[src/rtl/rcp_pkg.sv]
package rcp_pkg;

  localparam int EXP_W  = 8;
  localparam int FRAC_W = 23;
  localparam int WORD_W = 1 + EXP_W + FRAC_W;

  // Result exponent base: result exponent = BASE - operand exponent
  localparam int REXP_BASE = 2 * ((1 << (EXP_W - 1)) - 1) - 1;

  // Canonical quiet NaN pattern
  localparam logic [WORD_W-1:0] QNAN_WORD =
    {1'b0, {EXP_W{1'b1}}, 1'b1, {(FRAC_W-1){1'b0}}};

  typedef enum logic [2:0] {
    CLS_NAN,
    CLS_INF,
    CLS_ZERO,
    CLS_UFLOW,
    CLS_NORM
  } rcp_class_e;

  typedef struct packed {
    logic              sign;
    logic [EXP_W-1:0]  expo;
    logic [FRAC_W-1:0] frac;
  } fp_word_t;

endpackage

[src/rtl/rcp_classify.sv]
module rcp_classify
  import rcp_pkg::*;
#(
  parameter int E_W      = EXP_W,
  parameter int F_W      = FRAC_W,
  parameter int UF_LIMIT = REXP_BASE
) (
  input  logic [E_W-1:0] expo,
  input  logic [F_W-1:0] frac,
  output rcp_class_e     cls
);

  localparam logic [E_W-1:0] EXP_MAX = {E_W{1'b1}};
  localparam logic [E_W-1:0] EXP_UF  = E_W'(UF_LIMIT);

  // Priority: NaN, infinity, zero/denormal, large exponent, normal
  always_comb begin
    if (expo == EXP_MAX && frac != '0) begin
      cls = CLS_NAN;
    end else if (expo == EXP_MAX) begin
      cls = CLS_INF;
    end else if (expo == '0) begin
      cls = CLS_ZERO;
    end else if (expo >= EXP_UF) begin
      cls = CLS_UFLOW;
    end else begin
      cls = CLS_NORM;
    end
  end

endmodule

[src/rtl/rcp_est_kernel.sv]
module rcp_est_kernel #(
  parameter int IDX_BITS = 8
) (
  input  logic [IDX_BITS-1:0] idx,
  output logic [IDX_BITS-1:0] est
);

  localparam int DEPTH = 1 << IDX_BITS;
  localparam int NUM   = 1 << (2 * IDX_BITS + 3);

  // s = floor(2^IDX * (2^(IDX+1) / (q + 0.5)) + 0.5), integer form
  function automatic int est_calc(input int q);
    int d;
    d = 2 * q + 1;
    return (NUM + d) / (2 * d);
  endfunction

  logic [IDX_BITS-1:0] rom [DEPTH];

  for (genvar g = 0; g < DEPTH; g++) begin : g_rom
    localparam int SVAL = est_calc(DEPTH + g);
    assign rom[g] = IDX_BITS'(SVAL);
  end

  assign est = rom[idx];

endmodule

[src/rtl/rcp_assemble.sv]
module rcp_assemble
  import rcp_pkg::*;
#(
  parameter int IDX_BITS = 8
) (
  input  rcp_class_e          cls,
  input  logic                sign,
  input  logic [EXP_W-1:0]    expo,
  input  logic [IDX_BITS-1:0] est,
  output logic [WORD_W-1:0]   res,
  output logic                dz,
  output logic                uf
);

  localparam int PAD_W = FRAC_W - IDX_BITS;

  fp_word_t w;

  always_comb begin
    w  = '0;
    dz = 1'b0;
    uf = 1'b0;
    case (cls)
      CLS_NAN: begin
        w = QNAN_WORD;
      end
      CLS_INF: begin
        w.sign = sign;
      end
      CLS_ZERO: begin
        w.sign = sign;
        w.expo = '1;
        dz     = 1'b1;
      end
      CLS_UFLOW: begin
        w.sign = sign;
        uf     = 1'b1;
      end
      default: begin
        w.sign = sign;
        w.expo = EXP_W'(REXP_BASE) - expo;
        w.frac = {est, {PAD_W{1'b0}}};
      end
    endcase
  end

  assign res = w;

endmodule

[src/rtl/rcp_est_top.sv]
module rcp_est_top
  import rcp_pkg::*;
#(
  parameter int IDX_BITS = 8
) (
  input  logic              clk,
  input  logic              rst,
  input  logic              in_valid,
  input  logic [WORD_W-1:0] in_op,
  output logic              out_valid,
  output logic [WORD_W-1:0] out_res,
  output logic              out_dz,
  output logic              out_uf
);

  fp_word_t            op_w;
  rcp_class_e          cls_c;
  logic [IDX_BITS-1:0] est_c;
  logic [WORD_W-1:0]   res_c;
  logic                dz_c;
  logic                uf_c;

  assign op_w = in_op;

  rcp_classify #(
    .E_W      (EXP_W),
    .F_W      (FRAC_W),
    .UF_LIMIT (REXP_BASE)
  ) u_cls (
    .expo (op_w.expo),
    .frac (op_w.frac),
    .cls  (cls_c)
  );

  rcp_est_kernel #(
    .IDX_BITS (IDX_BITS)
  ) u_kern (
    .idx (op_w.frac[FRAC_W-1 -: IDX_BITS]),
    .est (est_c)
  );

  rcp_assemble #(
    .IDX_BITS (IDX_BITS)
  ) u_asm (
    .cls  (cls_c),
    .sign (op_w.sign),
    .expo (op_w.expo),
    .est  (est_c),
    .res  (res_c),
    .dz   (dz_c),
    .uf   (uf_c)
  );

  always_ff @(posedge clk) begin
    if (rst) begin
      out_valid <= 1'b0;
      out_dz    <= 1'b0;
      out_uf    <= 1'b0;
      out_res   <= '0;
    end else begin
      out_valid <= in_valid;
      out_dz    <= in_valid & dz_c;
      out_uf    <= in_valid & uf_c;
      if (in_valid) begin
        out_res <= res_c;
      end
    end
  end

  AST_NAN_CANON: assert property (@(posedge clk) disable iff (rst)
    (in_valid && in_op[30:23] == 8'hFF && in_op[22:0] != '0)
      |=> (out_res == QNAN_WORD && !out_dz && !out_uf));

  AST_SIGN_KEPT: assert property (@(posedge clk) disable iff (rst)
    (in_valid && in_op[30:23] != 8'hFF)
      |=> (out_res[31] == $past(in_op[31])));

  AST_LOW_FRAC_ZERO: assert property (@(posedge clk) disable iff (rst)
    out_valid |-> (out_res[14:0] == '0));

  AST_VALID_FOLLOWS: assert property (@(posedge clk) disable iff (rst)
    in_valid |=> out_valid);

  AST_IDLE_FOLLOWS: assert property (@(posedge clk) disable iff (rst)
    !in_valid |=> !out_valid);

  AST_FLAG_EXCL: assert property (@(posedge clk) disable iff (rst)
    $countones({out_dz, out_uf}) <= 1);

  AST_FLAG_GATED: assert property (@(posedge clk) disable iff (rst)
    (out_dz || out_uf) |-> out_valid);

  AST_RES_HOLD: assert property (@(posedge clk) disable iff (rst)
    !in_valid |=> $stable(out_res));

endmodule

[config.mk]
export PLATFORM = sky130hd
export DESIGN_NAME = rcp_est_top
export DESIGN_NICKNAME = d
export VERILOG_FILES = /design/src/rtl/rcp_pkg.sv /design/src/rtl/rcp_classify.sv /design/src/rtl/rcp_est_kernel.sv /design/src/rtl/rcp_assemble.sv /design/src/rtl/rcp_est_top.sv
export SDC_FILE = /design/constraint.sdc
export NUM_CORES = 1
export LEC_CHECK = 0
export CORE_MARGIN = 10
export CORE_UTILIZATION = 58
export DETAILED_ROUTE_END_ITERATION = 8
export GPL_ROUTABILITY_DRIVEN = 0
export PLACE_DENSITY_LB_ADDON = 0.2
export SYNTH_ARGS = -nofsm -noshare
export SYNTH_HDL_FRONTEND = slang
export SYNTH_HIERARCHICAL = 1
export SYNTH_SLANG_ARGS = --single-unit
[constraint.sdc]
create_clock -name clk -period 4.28 [get_ports clk]
set_input_delay 0.856 -clock clk [delete_from_list [all_inputs] [get_ports clk]]
set_output_delay 0.856 -clock clk [all_outputs]
set_load 0.01 [all_outputs]
* Word-level counts from Yosys, hierarchy flattened *
Memory sizes are Yosys's and may differ from the RTL's.
Cells that the tools add are included.

word-level totals
  register bits = 35
  bits in latches = 0
  memory bits (writable) = 0
  bits in read-only memories = 2,048
  input port bits = 35
  output and inout bits = 35
  word-level logic and storage cells = 33
  memories = 1

operators by class
  add/sub/neg operators = 1
  $mul = 0
  divide/modulo/power cells = 0
  order comparisons = 2
  eq/ne operators = 4
  shift-type cells = 0
  multiplexer cells = 11
  bitwise logic cells = 3
  reductions and logical operators = 7

memory list
  name              depth  bits a word  rd ports  clocked after Yosys merged registers in  wr ports  line                  text
  (name not given)  256    8            1         0                                        0         rcp_est_kernel.sv:25  assign est = rom[idx];

operators by type and width
  operator               number
  $pmux W23 S2           1
  $reduce_bool A23 Y1    1
  $mux W8                2
  $pmux W8 S2            1
  $mux W3                4
  $ge A9 B9 Y1 const B   1
  $not A8 Y9             1
  $eq A8 B8 Y1 const B   1
  $ge A8 B8 Y1 const B   1
  $logic_not A8 Y1       1
  $sub A8 B8 Y8 const A  1
  $eq A3 B2 Y1 const B   2
  $reduce_or A2 Y1       2
  $eq A3 B1 Y1 const B   1
  $logic_not A3 Y1       1
  $mux W1                3
  $reduce_or A3 Y1       1
  $and A1 B1 Y1          2
  $logic_and A1 B1 Y1    1

* Depth between registers and ports, before layout *
Gate-level depths: netlist of the first run.

  depth in word-level cells = 8
  gate-level depth with buffers = 12
  mapped depth without buffers = 10

* Hierarchy *
Netlist of the first run, hierarchy kept.

by module, submodules not included
  module          instances  cells an instance  area an instance (um2)  seq. area each (um2)
  rcp_est_kernel  1          298                1,930.6                 0.0
  rcp_est_top     1          110                1,252.5                 700.7
  rcp_assemble    1          52                 347.8                   0.0
  rcp_classify    1          20                 110.1                   0.0

* Worst setup path after synthesis of the first run *
Ideal clock, no wire load.

  kind = in2reg
  start point = input port in_op[15]
  end point = register out_res[15]
  library setup time = 0.064 ns
  arrival = 3.068 ns
  required time = 4.216 ns
  setup slack = 1.148 ns
  cell stages on the path = 12
  path buffers = 2
  cells stage by stage = clkbuf_1 inv_1 ha_1 clkbuf_1 and2b_1 nand2b_1 mux4_2 a211oi_1 o32a_1 and2_1 mux2i_1 nor2_1

between the ends
  elaborated cells on any way between the ends = 13
  those cells by class = 3 x eq/ne; 4 x mux; 1 x bitwise; 4 x reduce/logical; 1 x memory

RTL lines
  what                                        line                  text
  from (decl)                                 rcp_est_top.sv:9      input logic [WORD_W-1:0] in_op,
  $not A8 Y9 (implied by the code)            rcp_est_kernel.sv:25
  $mem_v2 Z256 W8                             -
  $mux W8 (implied by the code) (2 in a row)  rcp_est_kernel.sv:25
  named net est_c[0]                          rcp_est_top.sv:18     logic [IDX_BITS-1:0] est_c;
  $pmux W23 S2                                rcp_assemble.sv:23    case (cls)
  named net res_c[15]                         rcp_est_top.sv:19     logic [WORD_W-1:0] res_c;
  to (signal assigned)                        rcp_est_top.sv:65     out_res <= res_c;
  to (decl)                                   rcp_est_top.sv:11     output logic [WORD_W-1:0] out_res,

The timed path passes the listed nets, and every way through them passes these cells. The select of a mux whose other input is x is not followed.
A chain may end at the register's enable or synchronous reset.

* Final worst setup path of the first run *
  start point = input port in_op[16]
  end point = register out_res[17]

Same word-level chain as after synthesis.

==> flow_summary.toml, run 1 <==
[finish]
drive_above_1_share_pct = 7.21
layout.nets = 573
postLayoutCoreUtil_pct = 72.1
insertedDiodeCount = 0
final_cells = 602
final.fill_count = 484
syn_to_final_growth_pct = 18.7

[setup_path]
crit_path_cell_trace = "clkdlybuf4s50_1, buf_4, ha_1, inv_1, a21oi_1, a2111oi_0, o2bb2ai_1, or4_1, and2_1, mux2i_1, nor2_1"
crit_buf_inv = 3
endpoint_kind = "flop"
critPathLaunchType = "input pin"
crit_start = "in_op[16]"
crit_fanout = 22
worstPathArrival_ns = 3.69
worstPathRequired_ns = 4.44
cp_slowest_cell = "clkdlybuf4s50_1"
crit_family = "buffers and inverters"
critPathKind = "input pin to flop"
r2r_start = "out_res[12]$_SDFFE_PP0P_"
critical-path-max-stage-delay_ns = 0.48

[clocking]
clock-sinks = 35
htree_num_levels = 2
clkLatencyLatePin_ns = 0.28
hold_buffers = 0
post_cts_resize_count = 0
root_buffer = "clkbuf_8"
cts_inserted_buffers = 5
clkSlewWorstSetupHoldPaths_ns = 0.07
clock_path_buffers = 2
cts_tree = "built"
cts_setup_buffers = 0

[sta]
post-route-period-util_pct = 82.4
layout_setup_ws_ns = 0.754
min_period_ns = 3.53
rsz0062_at_grt = "false"
maxSlewHeadroom_pct = 35.6
fin_setup_tns_ns = 0
max_slew.worst_pin.slew_ns = 0.966
setup_viol = 0
hold_viol = 0
slew_violations = 0
clock_skew_ns = 0
fmax_mhz = 284
hold_ws_ns = 0.498

[synthesis]
synth_edf_count = 0
synth_area_leaders = "dfxtp_1, mux2i_1, nor2_1"
async_flop_share_pct = 0
yosysMostFrequentCell = "nor2_1"
avgSynthCellArea_sq_um = 7.59
ys_types = 72
syn_area_sq_um = 3640
synth_area_leader_cell = "dfxtp_1"
yosys-top-cells-count = "nor2_1, mux2i_1, dfxtp_1"
synth_top_flop_cell = "dfxtp_1"
yosysWarningCount = 6
yosysTopAreaCellShare_pct = 19.2
netlist_instances = 480
ys_seq_elements = 35
synth-seq-area-share_pct = 19.2

[pwr]
ir_worst_vdd_mv = 0.178
p_per_area_nw_per_um2 = 238
p_leak_uw = 0.00176

[floorplanning]
start_util_pct = 60.8
row_count = 28
core_area_sq_um = 5990
die-area_sq_um = 9850
die_w_microns = 99.2
die_h_microns = 99.2
io_pins = 70

[route]
detail-route-antenna-nets = 0
wl_per_cell_microns = 18.4
wl_microns = 11100
vias = 3911
drcViolationCount = 1
drtPass1Iterations = 7
vias_per_cell = 6.50
drt_iter0_drc = 683

[outcome]
violations = "design-rule violations"
status = "finished, violations left"

[global_routing]
grt_max_degree = 58
grt_pass1_wl_microns = 18100
grt.total_usage_pct = 21.2
grt_overflow = 0
grt_pass1_vias = 3719
antenna_found_initial = 0

[run]
cap_violations = 0

[place]
io_buffer_count = 69
dpl.hpwl_microns = 7840
dp_cells = 594
place_worst_setup_slack_ns = 0.610

[worst_hold_path]
min_path_type = "flop to flop"
worstHoldStart = "out_res[28]$_SDFFE_PP0P_"
area by class of cell:
class	count	area [sq um]	area share (%)
Sequential cell	35	701	16.2
Clock inverter	3	43.8	1.01
Inverter	10	37.5	0.869
Clock buffer	5	68.8	1.59
Multi-Input combinational cell	387	2550	59.0
Timing Repair Buffer	87	828	19.2
Tap cell	75	93.8	2.17
report_power, final:
| group | switching [uW] | total, uW | internal (uW) |
|---|---|---|---|
| logic | 200 | 373 | 173 |
| clock network | 124 | 297 | 173 |
| registers | 10.5 | 357 | 347 |
cell usage in the layout (no fill, tap or decap), drive strengths merged, types with 8 or more instances in the layout:
cell type and n:
a211oi 14, a21oi 22, a31oi 8, and2 13, buf 20, clkdlybuf4s50 67
conb 15, dfxtp 35, ha 12, inv 9, mux2i 39, nand2 27
nand2b 13, nand3 8, nor2 61, o211ai 11, o21ai 35
tightest hold or removal path: cells and delay by family, from the launching register on:
| kind | cells | cell delay (ns) |
|---|---|---|
| flip-flops | 1 | 0.33 |
| multiplexers | 1 | 0.06 |
| AND/OR/NAND/NOR | 1 | 0.07 |
worst paths after layout:
path	endpoint	slack (ns)	cells after the start
max	out_res[17]$_SDFFE_PP0P_	0.75	11
min	out_res[28]$_SDFFE_PP0P_	0.50	2
max reg2reg	out_res[12]$_SDFFE_PP0P_	3.62	2
min reg2reg	out_res[28]$_SDFFE_PP0P_	0.50	2
layer usage:
metal  share of wire (%)  track usage, %  vias to the layer above
met2                  46            34.5                      281
met1                  40            26.8                     1769
met4                 2.4            6.06                        0
li1                    -               -                     1817
met5                   0               0                        -
met3                  12            5.47                       44
state kept, by name, indices dropped and copies added, names as in the netlist:
| signal | cells |
|---|---|
| out_dz | 1 |
| out_res | 32 |
| out_uf | 1 |
| out_valid | 1 |
metrics by stage:
step                power, uW  cell area (sq um)
floorplan                 608               3690
global placement          719               4210
detailed placement        727               4210
CTS                      1030               4320
global route             1080               4320
finish                   1030               4320
kinds of logic after synthesis:
logic type                 Yosys count  synth area share (%)
and+or+nand+nor                    168                  23.1
muxes                               44                  13.2
adders and majority gates           13                  4.40
xor gates and xnor gates             5                  1.20
DFF                                 35                  19.2
other                                1                 0.103
AOI/OAI and AO/OA                  142                  26.6
buffers and inverters               72                  12.2
No activity file was read; power rests on OpenSTA's default activity.
==> run 2: changes to the inputs <==
--- a/config.mk
+++ b/config.mk
@@ -6,7 +6,7 @@
 export NUM_CORES = 1
 export LEC_CHECK = 0
 export CORE_MARGIN = 10
-export CORE_UTILIZATION = 58
+export CORE_UTILIZATION = 49
 export DETAILED_ROUTE_END_ITERATION = 8
 export GPL_ROUTABILITY_DRIVEN = 0
 export PLACE_DENSITY_LB_ADDON = 0.2
==> constraint.sdc (replaced) <==
create_clock -name clk -period 3 [get_ports clk]
set_input_delay 0.6 -clock clk [delete_from_list [all_inputs] [get_ports clk]]
set_output_delay 0.6 -clock clk [all_outputs]
set_load 0.01 [all_outputs]
==> flow_summary.toml, run 2 (synthesis results as in run 1) <==
[route]
wl_microns = 11100
vias = 3943
vias_per_cell = 5.91
detail-route-antenna-nets = 0
wl_per_cell_microns = 16.7
drtPass1Iterations = 5
drcViolationCount = 0
drt_iter0_drc = 341

[setup_path]
crit_fanout = 5
worstPathArrival_ns = 3.13
crit_path_cell_trace = "clkdlybuf4s50_1, inv_1, ha_1, and2b_1, nand2b_1, mux4_2, a211oi_2, o32a_1, and2_1, mux2i_1, nor2_1"
critPathLaunchType = "input pin"
critPathKind = "input pin to flop"
critical-path-max-stage-delay_ns = 0.48
crit_buf_inv = 2
endpoint_kind = "flop"
worstPathRequired_ns = 3.21
cp_slowest_cell = "clkdlybuf4s50_1"
crit_family = "simple AND/OR/NAND/NOR gates"

[clocking]
clock_path_buffers = 2
clkSlewWorstSetupHoldPaths_ns = 0.07
post_cts_resize_count = 0
hold_buffers = 0
cts_tree = "built"
clkLatencyLatePin_ns = 0.28
cts_inserted_buffers = 5
htree_num_levels = 2
clock-sinks = 35
root_buffer = "clkbuf_8"
cts_setup_buffers = 0

[sta]
maxSlewHeadroom_pct = 36.0
setup_viol = 0
slew_violations = 0
fin_setup_tns_ns = 0
min_period_ns = 2.92
max_slew.worst_pin.slew_ns = 0.961
post-route-period-util_pct = 97.2
hold_viol = 0
fmax_mhz = 343
clock_skew_ns = 0

[finish]
final_cell_mix = "clkdlybuf4s50_1, nor2_1, buf_4"
syn_to_final_growth_pct = 29.3
drive_above_1_share_pct = 14.6
insertedDiodeCount = 0
largest_reg_flops = 32
regMostFlops = "out_res"
final.fill_count = 648
layout_commonest_cell = "clkdlybuf4s50_1"
layout.nets = 614

[global_routing]
antenna_found_initial = 0
grt_max_degree = 56
grt.total_usage_pct = 18.5
grt_pass1_vias = 3632
grt_pass1_wl_microns = 17900
grt_overflow = 0

[pwr]
ir_worst_vdd_mv = 0.188
p_int_uw = 1050
swShare_pct = 31.4
comb_power_share_pct = 37.6
p_per_area_nw_per_um2 = 325
finalPower_uw = 1530
p_leak_uw = 0.00197
p_seq_share_pct = 33.4
p_sw_uw = 480
clkPwrFrac_pct = 29.1

[floorplanning]
die_h_microns = 106
start_util_pct = 50.2
core_area_sq_um = 7250
die_w_microns = 106
io_pins = 70
die-area_sq_um = 11300
row_count = 31

[worst_hold_path]
min_path_type = "flop to flop"

[place]
io_buffer_count = 69
dpl.hpwl_microns = 8390

[outcome]
status = "finished, final reports clean"

[run]
cap_violations = 0
-- run 2: per-stage QoR --
| stage | std cells | hold slack [ns] | instance area, sq um | util, % | worst slack, ns |
|---|---|---|---|---|---|
| 3_5_place_dp | 659 | 0.483 | 4570 | 63.0 | -0.199 |
| 3_3_place_gp | 659 | 0.470 | 4570 | 63.0 | -0.122 |
| 2_1_floorplan | 494 | 0.531 | 3690 | - | 0.124 |
| 6_report | 667 | 0.494 | 4710 | 64.9 | 0.0842 |
| 4_1_cts | 667 | 0.503 | 4690 | 64.7 | 0.0970 |
| 5_1_grt | 667 | 0.531 | 4710 | 64.9 | -0.0142 |
-- run 2: path summary, 6_finish.rpt --
check / startpoint / endpoint / cells past startpoint / slack [ns]
setup reg to reg: out_res[18]$_SDFFE_PP0P_ / out_res[18]$_SDFFE_PP0P_ / 2 / 2.33
setup / recovery: in_op[15] / out_res[15]$_SDFFE_PP0P_ / 11 / 0.08
hold / removal: out_res[6]$_SDFFE_PP0P_ / out_res[6]$_SDFFE_PP0P_ / 2 / 0.49
hold reg to reg: out_res[6]$_SDFFE_PP0P_ / out_res[6]$_SDFFE_PP0P_ / 2 / 0.49
-- run 2: cell type report --
| class | count | area (sq um) | share of cell area, % |
|---|---|---|---|
| Multi-Input combinational cell | 387 | 2570 | 54.5 |
| Sequential cell | 35 | 701 | 14.9 |
| Clock inverter | 2 | 35.0 | 0.744 |
| Clock buffer | 6 | 82.6 | 1.75 |
| Inverter | 10 | 37.5 | 0.797 |
| Timing Repair Buffer | 128 | 1160 | 24.7 |
| Tap cell | 99 | 124 | 2.63 |
-- run 2: metal layers --
layer  track usage (%)  wire length, microns
met1              24.8                  4810
met2              28.8                  5020
met3              3.74                  1060
met4              6.58                   238
met5                 0                     0
-- run 2: worst min-delay path, delay by kind of cell, from the launching register on --
family	cells	cell delay, ns
mux	1	0.06
simple gates	1	0.07
flops	1	0.33
-- run 2: power groups by stage --
stage               Combinational, uW  Clock (uW)  Sequential [uW]
floorplan                         334           0              533
global placement                  554           0              520
detailed placement                560           0              521
CTS                               563         454              511
global route                      624         475              514
finish                            574         445              510
